[config.mk]
export PLATFORM = sky130hd
export DESIGN_NAME = sm_nr_divider
export DESIGN_NICKNAME = d
export VERILOG_FILES = /design/src/rtl/sm_div_pkg.sv /design/src/rtl/sm_div_step.sv /design/src/rtl/sm_div_fix.sv /design/src/rtl/sm_div_sign.sv /design/src/rtl/sm_div_ctrl.sv /design/src/rtl/sm_nr_divider.sv
export SDC_FILE = /design/constraint.sdc
export NUM_CORES = 1
export LEC_CHECK = 0
export ABC_AREA = 1
export BUFFER_PORTS_ARGS = -buffer_cell sky130_fd_sc_hd__buf_2
export CORE_MARGIN = 3
export CORE_UTILIZATION = 55
export DETAILED_ROUTE_END_ITERATION = 12
export GPL_TIMING_DRIVEN = 0
export HOLD_SLACK_MARGIN = 0.15
export PLACE_DENSITY = 0.77
export SETUP_SLACK_MARGIN = 0.4
export SYNTH_ARGS = -nofsm -noshare
export SYNTH_HDL_FRONTEND = slang
export SYNTH_HIERARCHICAL = 1
export SYNTH_SLANG_ARGS = --single-unit
[constraint.sdc]
create_clock -name clk -period 3.2 [get_ports clk]
set_input_delay 0.48 -clock clk [delete_from_list [all_inputs] [get_ports clk]]
set_output_delay 0.48 -clock clk [all_outputs]
set_load 0.1 [all_outputs]
[src/rtl/sm_div_pkg.sv]
package sm_div_pkg;
    typedef enum logic [1:0] {
        ST_IDLE = 2'd0,
        ST_STEP = 2'd1,
        ST_FIX  = 2'd2,
        ST_DONE = 2'd3
    } div_state_t;
endpackage

[src/rtl/sm_div_step.sv]
// One non-restoring iteration: shift remainder/quotient left, then add or
// subtract the divisor depending on the sign of the incoming remainder.
module sm_div_step #(
    parameter int W = 8
) (
    input  logic [W+1:0] rem_i,
    input  logic [W-1:0] quo_i,
    input  logic [W-1:0] dvs_i,
    output logic [W+1:0] rem_o,
    output logic [W-1:0] quo_o,
    output logic         neg_o
);
    localparam int RW = W + 2;

    logic [RW-1:0] shifted;
    logic [RW-1:0] dvs_ext;

    always_comb begin
        shifted = {rem_i[RW-2:0], quo_i[W-1]};
        dvs_ext = {2'b00, dvs_i};
        if (rem_i[RW-1]) begin
            rem_o = shifted + dvs_ext;
        end else begin
            rem_o = shifted - dvs_ext;
        end
        neg_o = rem_o[RW-1];
        quo_o = {quo_i[W-2:0], ~rem_o[RW-1]};
    end
endmodule

[src/rtl/sm_div_fix.sv]
// Final correction: add the divisor back once to a negative remainder.
module sm_div_fix #(
    parameter int W = 8
) (
    input  logic [W+1:0] rem_i,
    input  logic [W-1:0] dvs_i,
    output logic [W+1:0] rem_o
);
    always_comb begin
        rem_o = rem_i + {2'b00, dvs_i};
    end
endmodule

[src/rtl/sm_div_sign.sv]
// Sign resolution, kept apart from the magnitude arithmetic.
module sm_div_sign (
    input  logic dvd_s,
    input  logic dvs_s,
    output logic quo_s,
    output logic rem_s
);
    always_comb begin
        quo_s = dvd_s ^ dvs_s;
        rem_s = dvd_s;
    end
endmodule

[src/rtl/sm_div_ctrl.sv]
module sm_div_ctrl
    import sm_div_pkg::*;
#(
    parameter int W = 8
) (
    input  logic clk,
    input  logic rst_n,
    input  logic start,
    input  logic dvs_zero,
    input  logic step_neg,
    output logic load,
    output logic step_en,
    output logic fix_en,
    output logic busy,
    output logic done
);
    localparam int CW = (W > 1) ? $clog2(W) : 1;
    localparam logic [CW-1:0] LAST = CW'(W - 1);

    div_state_t    state_q, state_d;
    logic [CW-1:0] cnt_q;

    // State register and iteration counter
    always_ff @(posedge clk or negedge rst_n) begin
        if (!rst_n) begin
            state_q <= ST_IDLE;
            cnt_q   <= '0;
        end else begin
            state_q <= state_d;
            if (state_q == ST_STEP) begin
                cnt_q <= cnt_q + 1'b1;
            end else begin
                cnt_q <= '0;
            end
        end
    end

    // Next-state logic
    always_comb begin
        state_d = state_q;
        unique case (state_q)
            ST_IDLE: begin
                if (start) begin
                    state_d = dvs_zero ? ST_DONE : ST_STEP;
                end
            end
            ST_STEP: begin
                if (cnt_q == LAST) begin
                    state_d = step_neg ? ST_FIX : ST_DONE;
                end
            end
            ST_FIX:  state_d = ST_DONE;
            ST_DONE: state_d = ST_IDLE;
            default: state_d = ST_IDLE;
        endcase
    end

    // Outputs
    always_comb begin
        load    = 1'b0;
        step_en = 1'b0;
        fix_en  = 1'b0;
        busy    = 1'b1;
        done    = 1'b0;
        unique case (state_q)
            ST_IDLE: begin
                busy = 1'b0;
                load = start;
            end
            ST_STEP: step_en = 1'b1;
            ST_FIX:  fix_en  = 1'b1;
            ST_DONE: done    = 1'b1;
            default: busy    = 1'b0;
        endcase
    end
endmodule

[src/rtl/sm_nr_divider.sv]
module sm_nr_divider #(
    parameter int W = 8
) (
    input  logic         clk,
    input  logic         rst_n,
    input  logic         start,
    input  logic         dvd_sign,
    input  logic [W-1:0] dvd_mag,
    input  logic         dvs_sign,
    input  logic [W-1:0] dvs_mag,
    output logic         busy,
    output logic         done,
    output logic         div_zero,
    output logic         quo_sign,
    output logic [W-1:0] quo_mag,
    output logic         rem_sign,
    output logic [W-1:0] rem_mag
);
    localparam int RW = W + 2;

    logic          load, step_en, fix_en, step_neg, dvs_zero;
    logic [RW-1:0] rem_q, rem_nx, rem_fx;
    logic [W-1:0]  quo_q, quo_nx;
    logic [W-1:0]  dvs_mag_q;
    logic          dvd_s_q, dvs_s_q, zero_q;

    assign dvs_zero = (dvs_mag == '0);

    sm_div_ctrl #(.W(W)) ctrl_i (
        .clk      (clk),
        .rst_n    (rst_n),
        .start    (start),
        .dvs_zero (dvs_zero),
        .step_neg (step_neg),
        .load     (load),
        .step_en  (step_en),
        .fix_en   (fix_en),
        .busy     (busy),
        .done     (done)
    );

    sm_div_step #(.W(W)) step_i (
        .rem_i (rem_q),
        .quo_i (quo_q),
        .dvs_i (dvs_mag_q),
        .rem_o (rem_nx),
        .quo_o (quo_nx),
        .neg_o (step_neg)
    );

    sm_div_fix #(.W(W)) fix_i (
        .rem_i (rem_q),
        .dvs_i (dvs_mag_q),
        .rem_o (rem_fx)
    );

    sm_div_sign sign_i (
        .dvd_s (dvd_s_q),
        .dvs_s (dvs_s_q),
        .quo_s (quo_sign),
        .rem_s (rem_sign)
    );

    always_ff @(posedge clk or negedge rst_n) begin
        if (!rst_n) begin
            rem_q     <= '0;
            quo_q     <= '0;
            dvs_mag_q <= '0;
            dvd_s_q   <= 1'b0;
            dvs_s_q   <= 1'b0;
            zero_q    <= 1'b0;
        end else if (load) begin
            dvs_mag_q <= dvs_mag;
            dvd_s_q   <= dvd_sign;
            dvs_s_q   <= dvs_sign;
            zero_q    <= dvs_zero;
            if (dvs_zero) begin
                rem_q <= {2'b00, dvd_mag};
                quo_q <= '0;
            end else begin
                rem_q <= '0;
                quo_q <= dvd_mag;
            end
        end else if (step_en) begin
            rem_q <= rem_nx;
            quo_q <= quo_nx;
        end else if (fix_en) begin
            rem_q <= rem_fx;
        end
    end

    assign div_zero = zero_q;
    assign quo_mag  = quo_q;
    assign rem_mag  = rem_q[W-1:0];
endmodule

==> results_dict.tcl <==
set metrics [dict create \
    status "finished clean" \
    timing.final.crit_share_pct 80.8 \
    numPortBuffers 41 \
    nFillCells 483 \
    cp_max_fo 5 \
    max_slew.worst_pin.slew_ps 754 \
    drc_errors 0 \
    first_pass_iters 6 \
    synth_area_leaders "dfrtp_1 28%, nand2_1 22%, ha_1 11%, inv_1 6.1%, nand3_1 4.3%" \
    yosys_warnings 6 \
    seq_area_frac_synth_pct 27.9 \
    tns_ps 0 \
    syn_nets 504 \
    final_cells 579 \
    ys_seq_elements 34 \
    wl_per_cell_um 12.6 \
    async_flop_share_pct 100 \
    path_cells "inv_1, ha_2, nand2_1, nor2_2, nand2_1, nand2_1, xnor2_2, ha_4, nand2_1, nand2_1, a21oi_2, nand3_2, nand2_2, nand2_2, buf_4, mux2i_1, o21ai_1" \
    top_level_ports 42 \
    holdCritPathClass "primary input to async pin" \
    start_util_pct 58.3 \
    reg2regPathDepth 17 \
    rr_endpoint "rem_q[9]" \
    grt_pass1_wl_um 12500 \
    num_vias 2918 \
    place_inst 566 \
    cts-root-buf "clkbuf_8" \
    rsz0062_at_grt "no" \
    clkSlewWorstSetupHoldPaths_ps 70 \
    post-synth-top-count-cell "nand2_1" \
    ant_nets 0 \
    drive_gt1_share_pct 21.8 \
    hpwl_um 5760 \
    clk_latency_ps 290 \
    grt_max_degree 35 \
    fin_skew_ps 9.97 \
    cts_tree "yes" \
    crit_required_ps 3380 \
    antenna_found_initial 0 \
    area_delta_synth_final_pct 15.0 \
    cp_slowest_stage_delay_ps 440 \
    h-tree-depth 2 \
    period_needed_ps 2580 \
    drt_wl_total_um 7320 \
    synth.cell_area_um2 3050 \
    worst_slack_ps 615 \
    fmax_mhz 387 \
    synthFlopType "dfrtp_1" \
    reg2reg_slack_ps 620 \
    synthCells 455 \
    clock_path_buffers 2 \
    antenna_cells 0 \
    grt.overflow.total 0 \
    endpoint_kind "register" \
    synth.top_cells.by_count "180 x nand2_1, 50 x inv_1, 34 x dfrtp_1" \
    netlist.area_leader.share_pct 27.9 \
    cts_sinks 34 \
    yosysUniqueCellTypes 26 \
    die_w_um 80.5 \
    core_um2 5240 \
    seqCellArea_um2 852 \
    multi_input_area_um2 1860 \
    gp_congestion 0.950 \
    reg2reg_from "dvs_mag_q[1]" \
    die_y_um 80.5 \
    num_rows 26 \
    start_kind "register" \
    crit_arrival_ps 2760 \
    finalMaxSlewViolations 0 \
    nets 557 \
    setup_viol 0 \
    grt_usage_pct 24.9 \
    relSlewSlack_pct 49.8 \
    yosysTopAreaCell "dfrtp_1" \
    pre_cts_ws_ps 546 \
    grt_pass1_vias 2875 \
    crit_slowest_cell "dfrtp_2" \
    maxCapViolCount 0 \
    die-area_um2 6480 \
    viasPerCell 5.04 \
    hold_viol 0 \
    postSynthAreaPerCell_um2 6.71 \
    path_common_cell "nand2_1" \
    cts_buffers 5 \
    synth_edf_count 0 \
    path_class "register to register" \
    initialDrtViolationCount 127 \
]
-- layout make-up --
type / instances / share of cell area [%]
multi-input combinational: 341 / 53.0
sequential: 34 / 24.3
timing repair buffer: 46 / 6.92
inverter: 56 / 5.99
buffer: 24 / 4.63
tap: 70 / 2.50
clock buffer: 6 / 2.35
clock inverter: 2 / 0.357
-- how the worst max path moves through the flow --
stage | startpoint | end | slack, ps | cells past startpoint
2_1_floorplan | quo_mag[7] | rem_q[6] | 910 | 11
3_3_place_gp | dvs_mag_q[0] | rem_q[9] | 580 | 17
3_5_place_dp | dvs_mag_q[0] | rem_q[9] | 550 | 17
4_1_cts | dvs_mag_q[0] | rem_q[9] | 500 | 17
5_1_grt | dvs_mag_q[1] | ctrl_i/state_q[0] | 410 | 20
6_report | dvs_mag_q[1] | rem_q[9] | 620 | 17
-- cells in the final DEF (no fill, tap or decap), types with 2 or more instances in the layout --
cell type | synthesis | layout
inv_2 | 6 | 7
nor2_1 | 24 | 23
nand3_1 | 26 | 26
nand2_4 | 2 | 2
nand3_2 | 4 | 4
nand2_2 | 6 | 8
a21oi_1 | 18 | 18
nor2_2 | 2 | 3
ha_1 | 26 | 24
o21ai_0 | 18 | 18
buf_4 | 17 | 22
nand2_1 | 180 | 178
nand4_1 | 5 | 5
xnor2_1 | 4 | 3
buf_2 | 7 | 48
xor2_1 | 11 | 11
mux2i_1 | 2 | 2
dfrtp_1 | 34 | 33
inv_1 | 50 | 49
o21ai_1 | 2 | 2
o21a_1 | 2 | 2
fa_1 | 2 | 2
clkbuf_8 | 0 | 6
nor2_4 | 4 | 4
-- metal layers --
metal	global-route usage, %	wire length, µm
met5	0	0
met4	7.94	153
met3	4.60	369
met2	42.3	3440
met1	31.6	3350
-- cells by family (layout without fill, tap and decap cells) --
family                     count (synthesis)  after routing  synth area share, %
buffers and inverters                     80            134                 12.2
muxes                                      2              2                0.656
xor gates and xnor gates                  15             15                 4.30
AOI/OAI and AO/OA                         42             42                 7.25
DFF                                       34             34                 27.9
and+or+nand+nor                          254            254                 35.7
adders and majority gates                 28             28                 12.0
-- stage by stage --
| stage | area [µm²] | hold WS (ps) | util, % |
|---|---|---|---|
| 2_1_floorplan | 3050 | 184 | - |
| 3_5_place_dp | 3350 | 429 | 63.9 |
| 3_3_place_gp | 3350 | 417 | 63.9 |
| 4_1_cts | 3440 | 273 | 65.7 |
| 6_report | 3510 | 251 | 67.0 |
| 5_1_grt | 3510 | 300 | 67.0 |
-- state kept, by name, summed over array words and instances (netlist names) --
| signal | flops |
|---|---|
| dvs_s_q | 1 |
| ctrl_i/cnt_q | 3 |
| dvs_mag_q | 8 |
| dvd_s_q | 1 |
| rem_q | 10 |
| ctrl_i/state_q | 2 |
| quo_mag | 8 |
| div_zero | 1 |
-- what timing repair did --
action / CTS / global route
setup buffers: 0 / 5
gates resized for setup: 0 / 9
hold buffers: 0 / 0
endpoints found under the setup margin: 0 / 2
-- worst max-delay path, delay by kind of cell, from the launching register on --
kind / cells / cell delay [ps]
muxes: 1 / 140
and+or+nand+nor: 9 / 800
DFF: 1 / 440
AOI/OAI and AO/OA: 2 / 240
adders and majority gates: 2 / 460
xor gates and xnor gates: 1 / 150
buffers and inverters: 2 / 230
Power is left out: the tool's default activity adds up to more than one toggle a clock period on the data nets, which glitch-free logic cannot reach.
